--- config.mk ---
export PLATFORM = sky130hd
export DESIGN_NAME = addr_latch
export DESIGN_NICKNAME = d
export VERILOG_FILES = /design/src/rtl/addr_latch_pkg.sv /design/src/rtl/addr_latch_rst_sync.sv /design/src/rtl/addr_latch_mode_dec.sv /design/src/rtl/addr_latch_onehot.sv /design/src/rtl/addr_latch_cell.sv /design/src/rtl/addr_latch.sv
export SDC_FILE = /design/constraint.sdc
export NUM_CORES = 1
export LEC_CHECK = 0
export ABC_AREA = 1
export BUFFER_PORTS_ARGS = -buffer_cell sky130_fd_sc_hd__buf_4
export CAP_MARGIN = 25
export CORE_AREA = 10 10 47 49
export CTS_CLUSTER_DIAMETER = 60
export DETAILED_ROUTE_END_ITERATION = 12
export DIE_AREA = 0 0 57 59
export PLACE_DENSITY = 0.68
export SLEW_MARGIN = 0
export SYNTH_ARGS = -nofsm -noshare
export SYNTH_HDL_FRONTEND = slang
export SYNTH_SLANG_ARGS = --single-unit
--- constraint.sdc ---
create_clock -name clk -period 1.1 [get_ports clk]
set_input_delay 0.165 -clock clk [delete_from_list [all_inputs] [get_ports clk]]
set_output_delay 0.165 -clock clk [all_outputs]
set_load 0.01 [all_outputs]
--- src/rtl/addr_latch_pkg.sv ---
package addr_latch_pkg;

  typedef enum logic [1:0] {
    MODE_CLEAR = 2'b00,
    MODE_DEMUX = 2'b01,
    MODE_HOLD  = 2'b10,
    MODE_WRITE = 2'b11
  } bank_mode_e;

endpackage

--- src/rtl/addr_latch_rst_sync.sv ---
module addr_latch_rst_sync (
  input  logic clk,
  input  logic rst_n,
  output logic rst_sync_n
);

  logic [1:0] stage_q;

  always_ff @(posedge clk or negedge rst_n) begin
    if (!rst_n) begin
      stage_q <= 2'b00;
    end else begin
      stage_q <= {stage_q[0], 1'b1};
    end
  end

  assign rst_sync_n = stage_q[1];

endmodule

--- src/rtl/addr_latch_mode_dec.sv ---
module addr_latch_mode_dec
  import addr_latch_pkg::*;
(
  input  logic       wr_n,
  input  logic       clr_n,
  output bank_mode_e mode
);

  always_comb begin
    unique case ({wr_n, clr_n})
      2'b01:   mode = MODE_WRITE;
      2'b11:   mode = MODE_HOLD;
      2'b00:   mode = MODE_DEMUX;
      default: mode = MODE_CLEAR;
    endcase
  end

endmodule

--- src/rtl/addr_latch_onehot.sv ---
module addr_latch_onehot #(
  parameter int ADDR_W = 3,
  localparam int NBITS = 1 << ADDR_W
) (
  input  logic [ADDR_W-1:0] sel,
  output logic [NBITS-1:0]  hit
);

  for (genvar i = 0; i < NBITS; i++) begin : g_hit
    assign hit[i] = (sel == ADDR_W'(i));
  end

endmodule

--- src/rtl/addr_latch_cell.sv ---
module addr_latch_cell
  import addr_latch_pkg::*;
(
  input  logic       clk,
  input  logic       rst_n,
  input  bank_mode_e mode,
  input  logic       hit,
  input  logic       din,
  output logic       q
);

  logic d_next;
  logic ce;

  always_comb begin
    ce     = 1'b0;
    d_next = q;
    unique case (mode)
      MODE_WRITE: begin
        ce     = hit;
        d_next = din;
      end
      MODE_DEMUX: begin
        ce     = 1'b1;
        d_next = hit & din;
      end
      MODE_CLEAR: begin
        ce     = 1'b1;
        d_next = 1'b0;
      end
      default: begin
        ce     = 1'b0;
        d_next = q;
      end
    endcase
  end

  always_ff @(posedge clk or negedge rst_n) begin
    if (!rst_n) begin
      q <= 1'b0;
    end else if (ce) begin
      q <= d_next;
    end
  end

endmodule

--- src/rtl/addr_latch.sv ---
module addr_latch
  import addr_latch_pkg::*;
#(
  parameter int ADDR_W = 3,
  localparam int NBITS = 1 << ADDR_W
) (
  input  logic              clk,
  input  logic              rst_n,
  input  logic              wr_n,
  input  logic              clr_n,
  input  logic [ADDR_W-1:0] sel,
  input  logic              din,
  output logic [NBITS-1:0]  q
);

  logic       rst_sync_n;
  bank_mode_e mode;
  logic [NBITS-1:0] hit;

  addr_latch_rst_sync u_rst (
    .clk        (clk),
    .rst_n      (rst_n),
    .rst_sync_n (rst_sync_n)
  );

  addr_latch_mode_dec u_mode (
    .wr_n  (wr_n),
    .clr_n (clr_n),
    .mode  (mode)
  );

  addr_latch_onehot #(.ADDR_W(ADDR_W)) u_dec (
    .sel (sel),
    .hit (hit)
  );

  for (genvar i = 0; i < NBITS; i++) begin : g_cell
    addr_latch_cell u_cell (
      .clk   (clk),
      .rst_n (rst_sync_n),
      .mode  (mode),
      .hit   (hit[i]),
      .din   (din),
      .q     (q[i])
    );
  end

  // addressed bit written, every other bit unchanged
  a_r1_write_target: assert property (@(posedge clk) disable iff (!rst_sync_n)
    (!wr_n && clr_n) |=> (q[$past(sel)] == $past(din)));
  a_r1_write_others: assert property (@(posedge clk) disable iff (!rst_sync_n)
    (!wr_n && clr_n) |=>
      (((q ^ $past(q)) & ~(NBITS'(1) << $past(sel))) == '0));

  // hold mode freezes the bank
  a_r2_hold: assert property (@(posedge clk) disable iff (!rst_sync_n)
    (wr_n && clr_n) |=> $stable(q));

  // demultiplexer mode leaves at most the addressed bit set
  a_r3_demux: assert property (@(posedge clk) disable iff (!rst_sync_n)
    (!wr_n && !clr_n) |=>
      ($countones(q) <= 1) && (q[$past(sel)] == $past(din)));

  // clear mode empties the bank
  a_r4_clear: assert property (@(posedge clk) disable iff (!rst_sync_n)
    (wr_n && !clr_n) |=> (q == '0));

  // decoder with data high yields a one-hot word
  a_r6_onehot: assert property (@(posedge clk) disable iff (!rst_sync_n)
    (!wr_n && !clr_n && din) |=> $onehot0(q) && (q != '0));

endmodule

==> flow_metrics.env <==
export IMPL_worst_setup_path_start_kind="flop"
export IMPL_vias_in_the_first_global_route=395
export IMPL_rsz_0062_raised_after_global_routing="no"
export IMPL_synth_cell_area_um2=579
export IMPL_clkSlewWorstSetupHoldPaths_ns=0.06
export IMPL_initial_utilization_pct=41.3
export IMPL_min_delay_path_class="flop to asynchronous set/reset pin"
export IMPL_final_setup_skew_ns=0.00424
export IMPL_total_nets_after_synthesis=87
export IMPL_clock_root_buffer="sky130_fd_sc_hd__clkbuf_4"
export IMPL_clk_insertion_delay_late_ns=0.26
export IMPL_std_cell_rows=14
export IMPL_cts_sinks=10
export IMPL_io_buffers=15
export IMPL_report_final_setup_viol=0
export IMPL_whs_ns=0.132
export IMPL_design_portCount=16
export IMPL_chipWidth_um=57
export IMPL_max_cap_violations=0
export IMPL_synthMuxAreaShare_pct=0
export IMPL_critical_path_peak_fanout=2
export IMPL_synth_compound_area_share_pct=0
export IMPL_cp_end_kind="output pin"
export IMPL_power_ir_vdd_worst_v=0.000586
export IMPL_cpMaxStageDelayCell="sky130_fd_sc_hd__dfrtp_1"
export IMPL_crit_reg2reg_launch="g_cell[6].u_cell.q"
export IMPL_postSynthRegisterBits=10
export IMPL_tritoncts_num_buffers=3
export IMPL_drt_first_iter_violations=4
export IMPL_start_point_of_the_critical_path="g_cell[0].u_cell.q"
export IMPL_number_of_buffers_and_inverters_on_the_critical_path=1
export IMPL_grt_pass1_wl_um=1760
export IMPL_yosys_warnings=0
export IMPL_synth_avg_cell_area_um2=7.33
export IMPL_synth_cell_type_count=12
export IMPL_overflow=0
export IMPL_netlist_instances=79
export IMPL_yosys_top_cells_area="sky130_fd_sc_hd__dfrtp_1 (43%), sky130_fd_sc_hd__nand2_1 (21%), sky130_fd_sc_hd__buf_4 (10%), sky130_fd_sc_hd__nand3_1 (6.9%), sky130_fd_sc_hd__inv_1 (6.5%)"
export IMPL_cts_setup_buffers=0
export IMPL_hold_violations=0
export IMPL_area_growth_synth_to_finish_pct=17.3
export IMPL_final_max_slew_viol_count=0
export IMPL_arrival_ns=0.79
export IMPL_criticalPathCategory="flop to output pin"
export IMPL_path_cells="buf_4"
export IMPL_place_hpwl_um=797
export IMPL_clock_tree_htree_level_count=1
export IMPL_critical_path_top_delay_family="flip-flops"
export IMPL_drc_errors=0
export IMPL_fin_area_um2=679
export IMPL_vias_per_cell=4.10
export IMPL_post_synth_top_area_fraction_pct=43.2
export IMPL_synth_seq_area_share_pct=43.2
export IMPL_synth_xor_area_share_pct=0
export IMPL_layout_nets=99
export IMPL_outcome="complete, no violations"
export IMPL_power_static_leakage_nw=0.429
export IMPL_synth_top_family_by_area="simple AND/OR/NAND/NOR gates"
export IMPL_routed_via_count=431
export IMPL_final_min_clock_period_ns=0.958
export IMPL_critPathMaxStageDelay_ns=0.39
export IMPL_grt_total_usage_pct=6.59
export IMPL_post_synth_and_or_nand_nor_area_fraction_pct=36.5
export IMPL_yosysTopAreaCell="sky130_fd_sc_hd__dfrtp_1"
export IMPL_standard_cell_core_area_um2=1400
export IMPL_grt_start_max_net_pins=9
export IMPL_cellPowerDensity_nw_per_um2=1130
export IMPL_cts_path_max_buffers=2
export IMPL_drt_total_wl_um=1010
export IMPL_place_detailed_instances=101
export IMPL_antenna_violating_nets_post_route=0
export IMPL_final_setup_tns_ns=0
export IMPL_timing_final_crit_share_pct=87.1
export IMPL_tritoncts_clock_tree="built"
export IMPL_gp_congestion=0.729
export IMPL_antenna_found_initial=0
export IMPL_die_height_um=59
export IMPL_layout_drive_gt1_share_pct=28.1
export IMPL_synthAdderAreaFrac_pct=0
export IMPL_drt_pre_antenna_iters=4
export IMPL_floorplan_die_area_um2=3360
export IMPL_clock_fmax_mhz=1040
export IMPL_layout_filler_cells=158
export IMPL_post_layout_nonfiller_instances=105
export IMPL_n_antenna_cell=0
export IMPL_design_power_total_w=0.000769
export IMPL_required_time_reported_for_the_critical_path_endpoint_ns=0.94
export IMPL_post_drt_wl_per_cell_um=9.66
export IMPL_placement_cell_area_um2=647
-- per-stage QoR --
step | setup WS (ns) | util (%)
floorplan | 0.449 | -
global placement | 0.294 | 46.2
detailed placement | 0.278 | 46.2
CTS | 0.136 | 48.5
global route | 0.106 | 48.5
finish | 0.142 | 48.5
-- layer usage --
metal	up-vias	wire length (µm)	GRT usage (%)	share of wire [%]
li1	242	-	-	-
met1	177	451	7.09	44
met2	12	451	9.61	44
met3	0	112	5.36	11
met4	0	0	2.01	0
met5	-	0	0	0
-- final cells by class --
| class | instances | area [µm²] | share of cell area (%) |
|---|---|---|---|
| Tap cell | 16 | 20.0 | 2.95 |
| Multi-Input combinational cell | 47 | 215 | 31.7 |
| Timing Repair Buffer | 16 | 123 | 18.0 |
| Sequential cell | 10 | 250 | 36.8 |
| Inverter | 13 | 48.8 | 7.18 |
| Clock buffer | 3 | 22.5 | 3.31 |
-- cells in the final DEF, fill, tap and decap left out --
cell                            Yosys  final
sky130_fd_sc_hd__nand2_1           33     33
sky130_fd_sc_hd__buf_4              8     15
sky130_fd_sc_hd__inv_1             10     10
sky130_fd_sc_hd__dfrtp_1           10     10
sky130_fd_sc_hd__nand3_1            8      8
sky130_fd_sc_hd__inv_2              3      3
sky130_fd_sc_hd__clkbuf_4           0      3
sky130_fd_sc_hd__nor2_2             2      2
sky130_fd_sc_hd__nor2_8             1      1
sky130_fd_sc_hd__nor2_4             1      1
sky130_fd_sc_hd__nor2_1             1      1
sky130_fd_sc_hd__dlygate4sd3_1      0      1
sky130_fd_sc_hd__conb_1             1      1
-- report_power, final --
group	internal [W]	switching, W	leakage [nW]	total [W]
combinational	0.0000599	0.0000711	0.283	0.000131
sequential	0.000388	0.0000145	0.131	0.000402
clock	0.000126	0.000111	0.0138	0.000236
total	0.000573	0.000196	0.429	0.000769
-- worst register-to-register path, stage by stage (launching register included) --
cell and delay [ns]:
sky130_fd_sc_hd__dfrtp_1 0.38, sky130_fd_sc_hd__nand2_1 0.07, sky130_fd_sc_hd__nand2_1 0.05, sky130_fd_sc_hd__nand2_1 0.05, sky130_fd_sc_hd__inv_1 0.03
-- cells in the mapped netlist --
cell type and number:
sky130_fd_sc_hd__buf_4 8, sky130_fd_sc_hd__clkbuf_2 1, sky130_fd_sc_hd__conb_1 1, sky130_fd_sc_hd__dfrtp_1 10, sky130_fd_sc_hd__inv_1 10, sky130_fd_sc_hd__inv_2 3
sky130_fd_sc_hd__nand2_1 33, sky130_fd_sc_hd__nand3_1 8, sky130_fd_sc_hd__nor2_1 1, sky130_fd_sc_hd__nor2_2 2, sky130_fd_sc_hd__nor2_4 1, sky130_fd_sc_hd__nor2_8 1
-- registers in the layout, indices dropped and copies added, names as in the netlist --
register / count
g_cell.u_cell.q: 8
u_rst.stage_q: 2
-- repair_timing --
| action | CTS | global route |
|---|---|---|
| resized for setup | 0 | 0 |
| hold buffers | 1 | 0 |
| hold endpoints to repair | 2 | 0 |
-- cell families (layout without fill, tap and decap cells) --
group / after synthesis / after routing
other cells: 1 / 1
buf+inv: 22 / 32
simple gates: 46 / 46
flops: 10 / 10
-- path summary, 6_finish.rpt --
kind / to / slack (ns) / cells after the start
setup / recovery: q[0] / 0.14 / 1
hold / removal: g_cell[2].u_cell.q / 0.13 / 0
setup reg to reg: g_cell[6].u_cell.q / 0.42 / 4
hold reg to reg: g_cell[2].u_cell.q / 0.13 / 0
max in group asynchronous: g_cell[4].u_cell.q / 0.72 / 0
min in group clk: g_cell[2].u_cell.q / 0.23 / 5
No activity file was read; power rests on OpenSTA's default activity.
